===== src/rtl/pwm_cf_pkg.sv =====
package pwm_cf_pkg;
  parameter int unsigned CNT_W = 8;

  typedef enum logic {
    ST_IDLE = 1'b0,
    ST_RUN  = 1'b1
  } run_state_e;
endpackage


===== src/rtl/pwm_cf_ctrl.sv =====
module pwm_cf_ctrl
  import pwm_cf_pkg::*;
(
  input  logic clk_i,
  input  logic rst_ni,
  input  logic start_i,
  input  logic tick_i,
  input  logic wrap_i,
  output logic run_o,
  output logic load_o,
  output logic clear_o,
  output logic adv_o
);
  run_state_e st_q, st_d;

  always_comb begin
    st_d = st_q;
    if (!start_i) st_d = ST_IDLE;
    else          st_d = ST_RUN;
  end

  always_ff @(posedge clk_i or negedge rst_ni) begin
    if (!rst_ni) st_q <= ST_IDLE;
    else         st_q <= st_d;
  end

  logic running;
  assign running = (st_q == ST_RUN);
  assign run_o   = running;
  // settings are taken while stopped, on the start edge, and at each wrap
  assign load_o  = !start_i || !running || (tick_i && wrap_i);
  assign clear_o = load_o;
  assign adv_o   = start_i && running && tick_i && !wrap_i;

  a_r8_start_begins: assert property (@(posedge clk_i) disable iff (!rst_ni)
    (start_i && !running) |=> run_o);
  a_r2_stop_idles: assert property (@(posedge clk_i) disable iff (!rst_ni)
    !start_i |=> !run_o);
endmodule


===== src/rtl/pwm_cf_shadow.sv =====
module pwm_cf_shadow #(
  parameter int unsigned WIDTH = 8
) (
  input  logic             clk_i,
  input  logic             rst_ni,
  input  logic             load_i,
  input  logic [WIDTH-1:0] period_i,
  input  logic [WIDTH-1:0] on_i,
  output logic [WIDTH-1:0] period_o,
  output logic [WIDTH-1:0] on_o
);
  logic [WIDTH-1:0] per_q, on_q;

  always_ff @(posedge clk_i or negedge rst_ni) begin
    if (!rst_ni) begin
      per_q <= '0;
      on_q  <= '0;
    end else if (load_i) begin
      per_q <= period_i;
      on_q  <= on_i;
    end
  end

  assign period_o = per_q;
  assign on_o     = on_q;
endmodule


===== src/rtl/pwm_cf_counter.sv =====
module pwm_cf_counter #(
  parameter int unsigned WIDTH = 8
) (
  input  logic             clk_i,
  input  logic             rst_ni,
  input  logic             clear_i,
  input  logic             adv_i,
  input  logic             run_i,
  input  logic             tick_i,
  input  logic             start_i,
  input  logic [WIDTH-1:0] period_i,
  output logic [WIDTH-1:0] cnt_o,
  output logic             wrap_o
);
  logic [WIDTH-1:0] cnt_q;

  always_ff @(posedge clk_i or negedge rst_ni) begin
    if (!rst_ni)      cnt_q <= '0;
    else if (clear_i) cnt_q <= '0;
    else if (adv_i)   cnt_q <= cnt_q + WIDTH'(1);
  end

  assign cnt_o  = cnt_q;
  assign wrap_o = (cnt_q == period_i);

  a_r3_cnt_in_range: assert property (@(posedge clk_i) disable iff (!rst_ni)
    run_i |-> (cnt_q <= period_i));
  a_r7_no_tick_hold: assert property (@(posedge clk_i) disable iff (!rst_ni)
    (run_i && start_i && !tick_i) |=> $stable(cnt_q));
  a_r3_step_by_one: assert property (@(posedge clk_i) disable iff (!rst_ni)
    (run_i && start_i && tick_i && (cnt_q != period_i)) |=> (cnt_q == $past(cnt_q) + WIDTH'(1)));
endmodule


===== src/rtl/pwm_cf_compare.sv =====
module pwm_cf_compare #(
  parameter int unsigned WIDTH = 8
) (
  input  logic             run_i,
  input  logic [WIDTH-1:0] cnt_i,
  input  logic [WIDTH-1:0] on_i,
  output logic             pwm_o
);
  assign pwm_o = run_i && (cnt_i < on_i);
endmodule


===== src/rtl/pwm_const_freq.sv =====
module pwm_const_freq
  import pwm_cf_pkg::*;
#(
  parameter int unsigned WIDTH = CNT_W
) (
  input  logic             clk_i,
  input  logic             rst_ni,
  input  logic             tick_i,
  input  logic             start_i,
  input  logic [WIDTH-1:0] period_i,
  input  logic [WIDTH-1:0] on_i,
  output logic             pwm_o
);
  logic             run, load, clear, adv, wrap;
  logic [WIDTH-1:0] per_q, on_q, cnt;

  pwm_cf_ctrl u_ctrl (
    .clk_i, .rst_ni, .start_i, .tick_i,
    .wrap_i  (wrap),
    .run_o   (run),
    .load_o  (load),
    .clear_o (clear),
    .adv_o   (adv)
  );

  pwm_cf_shadow #(.WIDTH(WIDTH)) u_shadow (
    .clk_i, .rst_ni,
    .load_i   (load),
    .period_i (period_i),
    .on_i     (on_i),
    .period_o (per_q),
    .on_o     (on_q)
  );

  pwm_cf_counter #(.WIDTH(WIDTH)) u_counter (
    .clk_i, .rst_ni,
    .clear_i  (clear),
    .adv_i    (adv),
    .run_i    (run),
    .tick_i   (tick_i),
    .start_i  (start_i),
    .period_i (per_q),
    .cnt_o    (cnt),
    .wrap_o   (wrap)
  );

  pwm_cf_compare #(.WIDTH(WIDTH)) u_cmp (
    .run_i (run),
    .cnt_i (cnt),
    .on_i  (on_q),
    .pwm_o (pwm_o)
  );

  a_r1_reset_low: assert property (@(posedge clk_i)
    !rst_ni |-> (!pwm_o && cnt == '0));
  a_r2_stop_clears: assert property (@(posedge clk_i) disable iff (!rst_ni)
    !start_i |=> (cnt == '0 && !pwm_o));
  a_r4_full_high: assert property (@(posedge clk_i) disable iff (!rst_ni)
    (run && on_q > per_q) |-> pwm_o);
  a_r5_zero_low: assert property (@(posedge clk_i) disable iff (!rst_ni)
    (on_q == '0) |-> !pwm_o);
  a_r6_latch_at_wrap: assert property (@(posedge clk_i) disable iff (!rst_ni)
    (run && start_i && !(tick_i && cnt == per_q)) |=> ($stable(per_q) && $stable(on_q)));
  a_r8_start_at_zero: assert property (@(posedge clk_i) disable iff (!rst_ni)
    $rose(run) |-> (cnt == '0));
endmodule


===== config.mk =====
export PLATFORM = sky130hd
export DESIGN_NAME = pwm_const_freq
export DESIGN_NICKNAME = d
export VERILOG_FILES = /design/src/rtl/pwm_cf_pkg.sv /design/src/rtl/pwm_cf_ctrl.sv /design/src/rtl/pwm_cf_shadow.sv /design/src/rtl/pwm_cf_counter.sv /design/src/rtl/pwm_cf_compare.sv /design/src/rtl/pwm_const_freq.sv
export SDC_FILE = /design/constraint.sdc
export NUM_CORES = 1
export LEC_CHECK = 0
export BUFFER_PORTS_ARGS = -buffer_cell sky130_fd_sc_hd__buf_2
export CAP_MARGIN = 20
export CORE_ASPECT_RATIO = 1.4
export CORE_MARGIN = 10
export CORE_UTILIZATION = 40
export DETAILED_ROUTE_END_ITERATION = 10
export PLACE_DENSITY_LB_ADDON = 0.25
export SYNTH_ARGS = -nofsm -noshare
export SYNTH_HDL_FRONTEND = slang
export SYNTH_SLANG_ARGS = --single-unit

===== constraint.sdc =====
create_clock -name clk_i -period 2.1 [get_ports clk_i]
set_input_delay 0.42 -clock clk_i [delete_from_list [all_inputs] [get_ports clk_i]]
set_output_delay 0.42 -clock clk_i [all_outputs]
set_load 0.02 [all_outputs]

==> impl_results.md <==
* Status: finished, violations left
* Failing checks: negative setup slack
* Tmin final at 2.14 ns
* Distinct cell type count after synthesis at 28
* Fin. max-slew vios at 0
* CTS clk-pin slew, worst paths at 0.08 ns
* # IOs at 21
* Fill count at 306
* Hold WS at 0.132 ns
* Syn Nets at 142
* Core area at 3090 um2
* DRC errors left at 0
* Crit path max fanout at 2
* Comb pwr share at 13.3%
* Synth Area in Compound Gates at 9.46%
* Initial antenna violation count at 0
* Seq/Total Area, Yosys at 48.8%
* Tot GR Track Use at 9.77%
* Clk pwr share at 30.3%
* CTS buffer count at 3
* Post-route cell area at 1510 um2
* P per Cell Area at 618 nW/um2
* Final setup violation count at 1
* Worst VDD drop at 0.311 mV
* Critical Path RT at 1.68 ns
* Site Rows at 24
* Root Driver: clkbuf_8
* Post-synthesis simple-gate area fraction at 10.5%
* Psw at 0.000227 W
* Initial DRC Count at 51
* Initial cell density of the core at 41.5%
* Crit share post-route at 102%
* Area of the mapped netlist at 1280 um2
* Clock sink total at 25
* Yosys reg bits at 25
* First-pass GRT wire length at 4460 um
* Crit. Startpoint: u_counter.cnt_o[1]$_DFFE_PN0P_
* Die height at 87.0 um
* Switching share of power at 24.3%
* Critical path class: register to output port
* TritonCTS clock tree: done
* Die Width at 67.9 um
* DP Wirelength at 1950 um
* Total power at 0.000933 W
* HP Class: input port to asynchronous set/reset pin
* Slew at the pin closest to its max-slew limit at 0.561 ns
* Flop pwr share at 56.4%
* Initial DRT Pass Iterations at 3
* Final core occ at 48.9%
* H-tree levels at 1
* Seq. cell area at 626 um2
* Nets at 169
* Placer Congestion at 0.721
* Slack of the critical path at -0.0422 ns
* Vias/cell at 5.06
* Hold buffers post-CTS at 0
* ANT cells at 0
* Crit. End Element: output port
* Post-synthesis mux area share at 10.2%
* Clock Skew at 0.00377 ns
* R2r startpoint: u_counter.cnt_o[1]$_DFFE_PN0P_
* Largest net degree at the start of global routing at 26
* Setup Fix Bufs, Post-CTS at 0
* Area delta synth->final at 17.9%
* Routed Wire Length at 2500 um
* Leak at 0.780 nW
* Most area-hungry cell type in the Yosys netlist: dfrtp_1
* PortBufs at 20
* WL per Instance at 14.0 um
* Vias at 906
* Avg Cell Area, Syn at 11.2 um2
* Max frequency at 467 MHz
* Multi-input gate area at 617 um2
* Share of layout cells above drive strength 1 at 30.0%
* Max-cap viol count at 0
* Deepest clock path buffer count at 2
* Share of the synthesized area in the top cell type at 48.8%
* Worst skew pair latency at 0.27 ns
* Vias in the first global route at 1010
* Xor and xnor area share after synthesis at 8.88%
* Cell internal pwr at 0.000706 W
* Largest family of logic cells by synthesized area: simple AND/OR/NAND/NOR gates
* Startpoint Class: register
* Worst slew margin at 62.6%
* Final hold violation count at 0
* Area post-placement at 1450 um2
* Post-route ant nets at 0
* Top post-synthesis cells by area: dfrtp_1, mux2_4, ha_1, xor2_1, nand2_1
* DIE AREA at 5900 um2
* Gr ovfl total at 0
* WP data arrival at 1.72 ns
* Synth warn at 0
* Syn Inst Count at 114
* Post-Synth Adder-Cell Area at 7.80%
* Place WS at 0.209 ns
* RSZ-0062 raised after global routing: yes
==> cell families (layout without fill, tap and decap cells) <==
family	count (synthesis)	after routing
flip-flops	25	25
AO/OA/AOI/OAI	18	18
multiplexers	9	9
adder cells (fa/ha/maj)	8	8
buffers and inverters	12	38
XOR/XNOR	13	13
AND/OR/NAND/NOR	29	29
==> routing by layer <==
layer	vias up	track usage [%]	share of wire, %
met3	5	2.71	6.4
met1	434	10.3	41
li1	446	-	-
met4	0	4.95	2.3
met2	21	17.1	51
met5	-	0	0
==> layout make-up <==
type                    instances  area share, %
clock buffers                   3           2.73
clock inverters                 1          0.331
inverters                       9           2.24
multi-input cells              77           40.8
flip-flops and latches         25           41.4
well taps                      39           3.23
repair buffers                 25           9.27
==> power groups by stage <==
stage                     registers, W  clock network (W)  logic (W)
after global routing          0.000530           0.000316   0.000143
after CTS                     0.000527           0.000294   0.000124
after floorplan               0.000531                  0  0.0000777
after detailed placement      0.000536                  0   0.000122
after global placement        0.000535                  0   0.000119
final                         0.000526           0.000283   0.000124
==> critical path: stages (launching register included) <==
cell	delay, ns
dfrtp_1	0.39
ha_1	0.27
a21o_1	0.17
a211oi_2	0.21
nor3_2	0.07
a211oi_2	0.19
buf_4	0.17
==> cell usage after synthesis (all sizes together) <==
| library cell | count |
|---|---|
| dfrtp | 25 |
| nand2 | 11 |
| xor2 | 11 |
| inv | 9 |
| mux2 | 9 |
| ha | 8 |
| o21ai | 8 |
| nor2 | 6 |
| buf | 3 |
| nand4 | 3 |
| a211oi | 2 |
| a21o | 2 |
| nand3 | 2 |
| nor3 | 2 |
| xnor2 | 2 |
| a21oi | 1 |
| a41o | 1 |
| and3 | 1 |
| nand2b | 1 |
| nand3b | 1 |
| nor4 | 1 |
| o2111a | 1 |
| o2111ai | 1 |
| o31ai | 1 |
| o32ai | 1 |
| or3 | 1 |
==> sequential cells by signal, summed over array words and instances, names as in the netlist <==
signal,count
u_counter.cnt_o,8
u_ctrl.run_o,1
u_shadow.on_o,8
u_shadow.period_o,8
==> metrics by stage <==
stage                     setup TNS [ns]  instances
after floorplan                        0        114
after global placement                 0        175
after detailed placement               0        175
after CTS                        -0.0833        179
after global routing              -0.198        179
final                            -0.0422        179
==> layout by cell type, fill, tap and decap left out <==
| cell | n |
|---|---|
| a211oi_2 | 2 |
| a21o_1 | 2 |
| a21oi_1 | 1 |
| a41o_1 | 1 |
| and3_1 | 1 |
| buf_2 | 19 |
| buf_4 | 6 |
| clkbuf_8 | 3 |
| clkinv_2 | 1 |
| dfrtp_1 | 25 |
| ha_1 | 8 |
| inv_1 | 8 |
| inv_2 | 1 |
| mux2_2 | 1 |
| mux2_4 | 8 |
| nand2_1 | 11 |
| nand2b_1 | 1 |
| nand3_1 | 2 |
| nand3b_1 | 1 |
| nand4_1 | 3 |
| nor2_1 | 6 |
| nor3_1 | 1 |
| nor3_2 | 1 |
| nor4_1 | 1 |
| o2111a_1 | 1 |
| o2111ai_1 | 1 |
| o21ai_0 | 8 |
| o31ai_1 | 1 |
| o32ai_1 | 1 |
| or3_1 | 1 |
| xnor2_1 | 2 |
| xor2_1 | 11 |
==> timing repair <==
action	in CTS	in global routing
resized for setup	1	4
pin swaps	0	3
endpoints found under the setup margin	1	1
==> worst paths after layout <==
path	cells past startpoint	endpoint	slack [ns]
max in group asynchronous	1	u_shadow.on_o[3]$_DFFE_PN0N_	1.59
min in group clk_i	1	u_ctrl.run_o$_DFF_PN0_	0.28
hold reg to reg	1	u_shadow.on_o[0]$_DFFE_PN0N_	0.54
hold / removal	1	u_shadow.on_o[2]$_DFFE_PN0N_	0.13
setup / recovery	6	pwm_o	-0.04
setup reg to reg	6	u_shadow.period_o[4]$_DFFE_PN0N_	0.18
Note: power is estimated with default switching activity, not from simulation.
